===== src/rtl/uart_rx_buf_pkg.sv =====
package uart_rx_buf_pkg;

    typedef enum logic [1:0] {
        OP_IDLE = 2'b00,
        OP_PUSH = 2'b01,
        OP_POP  = 2'b10,
        OP_BOTH = 2'b11
    } rx_op_e;

endpackage


===== src/rtl/uart_rx_buf_store.sv =====
module uart_rx_buf_store #(
    parameter int DATA_W = 8,
    parameter int DEPTH  = 16,
    parameter int PTR_W  = $clog2(DEPTH)
) (
    input  logic              clk,
    input  logic              rst_n,
    input  logic              wr_en,
    input  logic [PTR_W-1:0]  wr_idx,
    input  logic [DATA_W-1:0] wr_data,
    input  logic [PTR_W-1:0]  rd_idx,
    output logic [DATA_W-1:0] rd_data
);

    logic [DATA_W-1:0] slot_q [DEPTH];

    for (genvar i = 0; i < DEPTH; i++) begin : g_slot
        logic [DATA_W-1:0] slot_d;

        always_comb begin
            slot_d = slot_q[i];
            if (wr_en && (wr_idx == PTR_W'(i))) begin
                slot_d = wr_data;
            end
        end

        always_ff @(posedge clk or negedge rst_n) begin
            if (!rst_n) begin
                slot_q[i] <= '0;
            end else begin
                slot_q[i] <= slot_d;
            end
        end
    end

    assign rd_data = slot_q[rd_idx];

endmodule


===== src/rtl/uart_rx_buf_ctrl.sv =====
module uart_rx_buf_ctrl
    import uart_rx_buf_pkg::*;
#(
    parameter int DEPTH  = 16,
    parameter int CTL_W  = 8,
    parameter int EN_BIT = 4,
    parameter int PTR_W  = $clog2(DEPTH),
    parameter int CNT_W  = $clog2(DEPTH + 1)
) (
    input  logic             clk,
    input  logic             rst_n,
    input  logic             ctl_we,
    input  logic [CTL_W-1:0] ctl_wdata,
    input  logic             push_req,
    input  logic             pop_req,
    output logic             ready,
    output logic             wr_en,
    output logic [PTR_W-1:0] wr_idx,
    output logic [PTR_W-1:0] rd_idx,
    output logic             empty,
    output logic             full
);

    localparam logic [CNT_W-1:0] FULL_DEPTH = CNT_W'(DEPTH);
    localparam logic [PTR_W-1:0] FULL_MASK  = PTR_W'(DEPTH - 1);

    typedef struct packed {
        logic             en;
        logic [PTR_W-1:0] ptr;
        logic [CNT_W-1:0] cnt;
        logic             empty;
        logic             full;
    } state_t;

    state_t   cur_q, nxt_d;
    rx_op_e   op;
    logic [CNT_W-1:0] depth_cur, depth_nxt;
    logic [PTR_W-1:0] mask;
    logic             do_push, do_pop, new_en;

    always_comb begin
        nxt_d     = cur_q;
        depth_cur = cur_q.en ? FULL_DEPTH : CNT_W'(1);
        mask      = cur_q.en ? FULL_MASK : '0;
        ready     = !ctl_we && (cur_q.cnt < depth_cur);
        do_push   = push_req && ready;
        do_pop    = pop_req && !ctl_we && (cur_q.cnt != '0);
        op        = rx_op_e'({do_pop, do_push});
        wr_en     = do_push;
        wr_idx    = (cur_q.ptr + cur_q.cnt[PTR_W-1:0]) & mask;
        rd_idx    = cur_q.ptr;
        new_en    = ctl_wdata[EN_BIT];

        if (ctl_we) begin
            if (new_en != cur_q.en) begin
                nxt_d.ptr = '0;
                nxt_d.cnt = '0;
            end
            nxt_d.en = new_en;
        end else begin
            if (do_pop) begin
                nxt_d.ptr = (cur_q.ptr + PTR_W'(1)) & mask;
            end
            case (op)
                OP_PUSH: nxt_d.cnt = cur_q.cnt + CNT_W'(1);
                OP_POP:  nxt_d.cnt = cur_q.cnt - CNT_W'(1);
                default: nxt_d.cnt = cur_q.cnt;
            endcase
        end

        depth_nxt   = nxt_d.en ? FULL_DEPTH : CNT_W'(1);
        nxt_d.empty = (nxt_d.cnt == '0);
        nxt_d.full  = (nxt_d.cnt == depth_nxt);
    end

    always_ff @(posedge clk or negedge rst_n) begin
        if (!rst_n) begin
            cur_q <= '{en: 1'b0, ptr: '0, cnt: '0, empty: 1'b1, full: 1'b0};
        end else begin
            cur_q <= nxt_d;
        end
    end

    assign empty = cur_q.empty;
    assign full  = cur_q.full;


    cnt_bound_chk: assert property (@(posedge clk) disable iff (!rst_n)
        cur_q.cnt <= FULL_DEPTH);


    single_ptr_chk: assert property (@(posedge clk) disable iff (!rst_n)
        !cur_q.en |-> cur_q.ptr == '0);


    empty_flag_chk: assert property (@(posedge clk) disable iff (!rst_n)
        empty == (cur_q.cnt == '0));


    full_blocks_chk: assert property (@(posedge clk) disable iff (!rst_n)
        full |-> !ready);


    push_grow_chk: assert property (@(posedge clk) disable iff (!rst_n)
        (wr_en && !pop_req) |=> cur_q.cnt == $past(cur_q.cnt) + CNT_W'(1));


    idle_read_chk: assert property (@(posedge clk) disable iff (!rst_n)
        (pop_req && !push_req && !ctl_we && empty) |=> $stable(cur_q.ptr));

endmodule


===== src/rtl/uart_rx_buf.sv =====
module uart_rx_buf #(
    parameter int DATA_W = 8,
    parameter int DEPTH  = 16,
    parameter int CTL_W  = 8,
    parameter int EN_BIT = 4
) (
    input  logic              clk,
    input  logic              rst_n,
    input  logic              ctl_we,
    input  logic [CTL_W-1:0]  ctl_wdata,
    input  logic              rx_valid,
    input  logic [DATA_W-1:0] rx_data,
    output logic              rx_ready,
    input  logic              rd_stb,
    output logic [DATA_W-1:0] rd_data,
    output logic              rx_empty,
    output logic              rx_full
);

    localparam int PTR_W = $clog2(DEPTH);
    localparam int CNT_W = $clog2(DEPTH + 1);

    logic             wr_en;
    logic [PTR_W-1:0] wr_idx, rd_idx;

    uart_rx_buf_ctrl #(
        .DEPTH (DEPTH),
        .CTL_W (CTL_W),
        .EN_BIT(EN_BIT),
        .PTR_W (PTR_W),
        .CNT_W (CNT_W)
    ) u_ctrl (
        .clk      (clk),
        .rst_n    (rst_n),
        .ctl_we   (ctl_we),
        .ctl_wdata(ctl_wdata),
        .push_req (rx_valid),
        .pop_req  (rd_stb),
        .ready    (rx_ready),
        .wr_en    (wr_en),
        .wr_idx   (wr_idx),
        .rd_idx   (rd_idx),
        .empty    (rx_empty),
        .full     (rx_full)
    );

    uart_rx_buf_store #(
        .DATA_W(DATA_W),
        .DEPTH (DEPTH),
        .PTR_W (PTR_W)
    ) u_store (
        .clk    (clk),
        .rst_n  (rst_n),
        .wr_en  (wr_en),
        .wr_idx (wr_idx),
        .wr_data(rx_data),
        .rd_idx (rd_idx),
        .rd_data(rd_data)
    );

endmodule


===== config.mk =====
export PLATFORM = sky130hd
export DESIGN_NAME = uart_rx_buf
export DESIGN_NICKNAME = d
export VERILOG_FILES = /design/src/rtl/uart_rx_buf_pkg.sv /design/src/rtl/uart_rx_buf_store.sv /design/src/rtl/uart_rx_buf_ctrl.sv /design/src/rtl/uart_rx_buf.sv
export SDC_FILE = /design/constraint.sdc
export NUM_CORES = 1
export LEC_CHECK = 0
export ABC_AREA = 0
export BUFFER_PORTS_ARGS = -buffer_cell sky130_fd_sc_hd__buf_2
export CORE_AREA = 2 2 145 147
export CTS_BUF_LIST = sky130_fd_sc_hd__clkbuf_4
export DETAILED_ROUTE_END_ITERATION = 6
export DIE_AREA = 0 0 147 149
export MAX_ROUTING_LAYER = met4
export PLACE_DENSITY = 0.54
export SLEW_MARGIN = 10
export SYNTH_ARGS = -nofsm -noshare
export SYNTH_HDL_FRONTEND = slang
export SYNTH_SLANG_ARGS = --single-unit

===== constraint.sdc =====
create_clock -name clk -period 6.3 [get_ports clk]
set_clock_uncertainty 0.1 [all_clocks]
set_input_delay 0 -clock clk [delete_from_list [all_inputs] [get_ports clk]]
set_output_delay 0 -clock clk [all_outputs]
set_load 0.05 [all_outputs]

==> results.tsv <==
stage	metric	value	unit
status	outcome	completed	
cts	Max Root-Sink Buffers	2	
routing	WL met2	7640	µm
routing	Top Metal Used	met4	
floorplan	number of I/O pins	32	
critical_path	worst-path fanout max	12	
routing	drt first pass iters	5	
flow_run	Max Cap Viol	0	
cells_and_area	commonest non-fill, non-tap cell in the layout	dfrtp_1	
critical_path	crit path kind	reg -> reg	
critical_path	r2r setup slk	2.68	ns
floorplan	Initial Util	0.341	
placement	worst slack at placement	2.75	ns
cells_and_area	most frequent cells in the layout	dfrtp_1 (138), mux2_2 (137), mux2i_1 (26), o21ai_0 (24), buf_2 (23)	
critical_path	WP data arrival	3.99	ns
placement	HPWL after DPL	10200	µm
critical_path	CP endpoint kind	flip-flop	
cts	H-Tree Depth	4	
routing	drt drc	0	
global_route	GRT Resource Usage Total	0.162	
floorplan	core area	20600	µm²
synth	area leader, netlist	dfrtp_1	
synth	Post-synth EDFFs	0	
cells_and_area	number of nets in the layout	584	
cts	CTS sink cnt	140	
sta	Final Critical Period	3.62	ns
floorplan	Die W	147	µm
routing	WL per Instance	19.5	µm
cts	root buf cell	clkbuf_4	
sta	worst-margin pin slew	0.979	ns
placement	placed cell area	7350	µm²
cts	Post-CTS Setup Inserts	0	
sta	crit share post-route	0.574	
synth	top post-synthesis cells by area	dfrtp_1 (50%), mux2_2 (22%), mux4_2 (5.1%)	
synth	Net Count, Synth	554	
global_route	vias in the first global route	4611	
routing	Total Wirelength	16500	µm
cts	CTS Buf Count	17	
routing	routed length on met3	720	µm
global_route	initial antenna violation count	1	
cts	cts repair resizes	0	
synth	Top FF cell, synth	dfrtp_1	
cts	Clock Latency Late Sink	0.55	ns
global_route	pin count of the biggest net entering global routing	73	
cells_and_area	Area growth syn-to-layout	11.7	%
cells_and_area	fin area	7830	µm²
synth	Mean Syn Cell Area	13.4	µm²
cts	CTS clk-pin slew, worst paths	0.12	ns
critical_path	Startpoint Class	flip-flop	
placement	IO buf count	24	
floorplan	full die area	21900	µm²
sta	final setup margin	2.68	ns
sta	slew margin rel.	0.347	
power	peak supply drop	132	µV
critical_path	reg-to-reg endpoint	u_ctrl.empty	
synth	Mapped Cells	524	
routing	ANT nets after route	0	
power	pwr dens	331	nW/µm²
routing	met1 WL	7860	µm
sta	Max Clock Freq	276	MHz
sta	post-route setup TNS	0	ns
synth	Post-synth ARST share	1.00	
floorplan	Std-Cell Rows	53	
synth	cell area after synthesis	7010	µm²
hold_path	Hold Path Sink	u_store.slot_q[90]	
floorplan	DIE HEIGHT	149	µm
routing	vias after detailed routing	4397	
routing	Vias/cell	5.22	
routing	initial DRC count	228	
sta	Setup-failing EPs final	0	
hold_path	HP Start	rx_valid	
synth	Ys Warns	0	
critical_path	critical path data required time	6.67	ns
global_route	gr ovfl total	0	
hold_path	worst hold path depth	4	
synth	register area share after synthesis	0.500	
sta	Fin. Hold Viols	0	
placement	RD Place Congestion	0.765	
sta	RSZ-0062 raised after global routing	false	
global_route	global-route wire length before repair	25800	µm
cells_and_area	layout cells sized above 1	0.411	
critical_path	Worst R2R Path Depth	12	
cts	CTS tree	done	
hold_path	worst hold path class	in -> reg	
synth	post-synthesis register bit count	140	
synth	top cell type's share of synthesized area	0.496	
power	static leakage	3.55	nW
sta	fin. max-slew vios	0	
synth	synth unique cells	51	
critical_path	worst r2r src	u_ctrl.cur_q[4]	
## repair_timing
| action | 4_1_cts | 5_1_grt |
|---|---|---|
| hold buffers | 17 | 0 |
| endpoints found under the setup margin | 0 | 0 |
| hold endpoints to repair | 208 | 0 |
## how the worst max path moves through the flow
stage / cells past startpoint / slack (ns) / endpoint / start
after floorplan: 15 / 2.75 / u_ctrl.empty / u_ctrl.cur_q[3]
after global placement: 13 / 2.93 / u_ctrl.empty / u_ctrl.cur_q[3]
after detailed placement: 12 / 2.75 / u_ctrl.empty / u_ctrl.cur_q[5]
after CTS: 12 / 2.72 / u_ctrl.empty / u_ctrl.cur_q[4]
after global routing: 12 / 2.27 / u_ctrl.empty / u_ctrl.cur_q[4]
final: 12 / 2.68 / u_ctrl.empty / u_ctrl.cur_q[4]
## power by group
group / total (mW) / switching [mW] / internal (mW)
clock: 0.608 / 0.329 / 0.279
sequential: 1.13 / 0.0875 / 1.04
combinational: 0.855 / 0.494 / 0.361
total: 2.59 / 0.910 / 1.68
## synthesized netlist by cell type (all sizes together), types with 2 or more instances
library cell    n
a21o            2
a21oi          16
a221oi          8
a22oi          10
and2            6
buf            14
clkbuf         20
dfrtp         139
ha              8
inv             7
mux2          137
mux2i          26
mux4           16
nand2          20
nand2b          2
nand3           7
nand3b          3
nor2           15
nor2b           3
nor3            8
nor4            2
o21ai          24
o2bb2ai         3
or2             2
xnor2           4
xor2            5
## flip-flops by register name, summed over array words and instances (netlist names)
signal and flops:
u_ctrl.cur_q 6, u_ctrl.empty 1, u_ctrl.full 1, u_store.slot_q 128, u_ctrl.rd_idx 4
## layout make-up
type | instances | area (µm²)
tap | 275 | 344
multi-input combinational | 343 | 3320
sequential | 140 | 3510
timing repair buffer | 45 | 344
antenna | 1 | 2.50
clock inverter | 13 | 149
fill | 1971 | 12700
inverter | 7 | 26.3
clock buffer | 19 | 143
## per-layer routing
layer,up-vias,track usage
met1,2296,0.215
met2,90,0.251
met3,15,0.0394
met5,-,-
li1,1996,-
met4,0,0.0389
## through the flow
stage	utilization	hold slack, ns	power (mW)	std cells
floorplan	-	-0.396	1.80	524
finish	0.381	0.0539	2.59	843
CTS	0.381	0.0187	2.62	842
global route	0.381	0.0203	2.74	843
detailed placement	0.358	-0.0414	1.99	793
global placement	0.358	-0.0639	1.97	793
## kinds of logic after synthesis
| kind of cell | after synthesis | synth area share |
|---|---|---|
| AND/OR/NAND/NOR | 75 | 0.0701 |
| AO/OA/AOI/OAI | 71 | 0.0651 |
| buffers and inverters | 41 | 0.0271 |
| multiplexers | 179 | 0.308 |
| XOR/XNOR | 9 | 0.0123 |
| flip-flops | 140 | 0.500 |
| adder cells (fa/ha/maj) | 9 | 0.0171 |
## critical path, stage by stage (launching register included)
cell and delay, ns:
dfrtp_1 0.58, or4_4 0.22, nor2_1 0.05, nor3_1 0.63
ha_1 0.51, xor2_1 0.18, ha_1 0.22, a21oi_1 0.07
xor2_1 0.16, nor2_1 0.15, mux2i_1 0.26, o2111ai_1 0.22
nor3_1 0.19
Power figures use the tool's default switching activity.
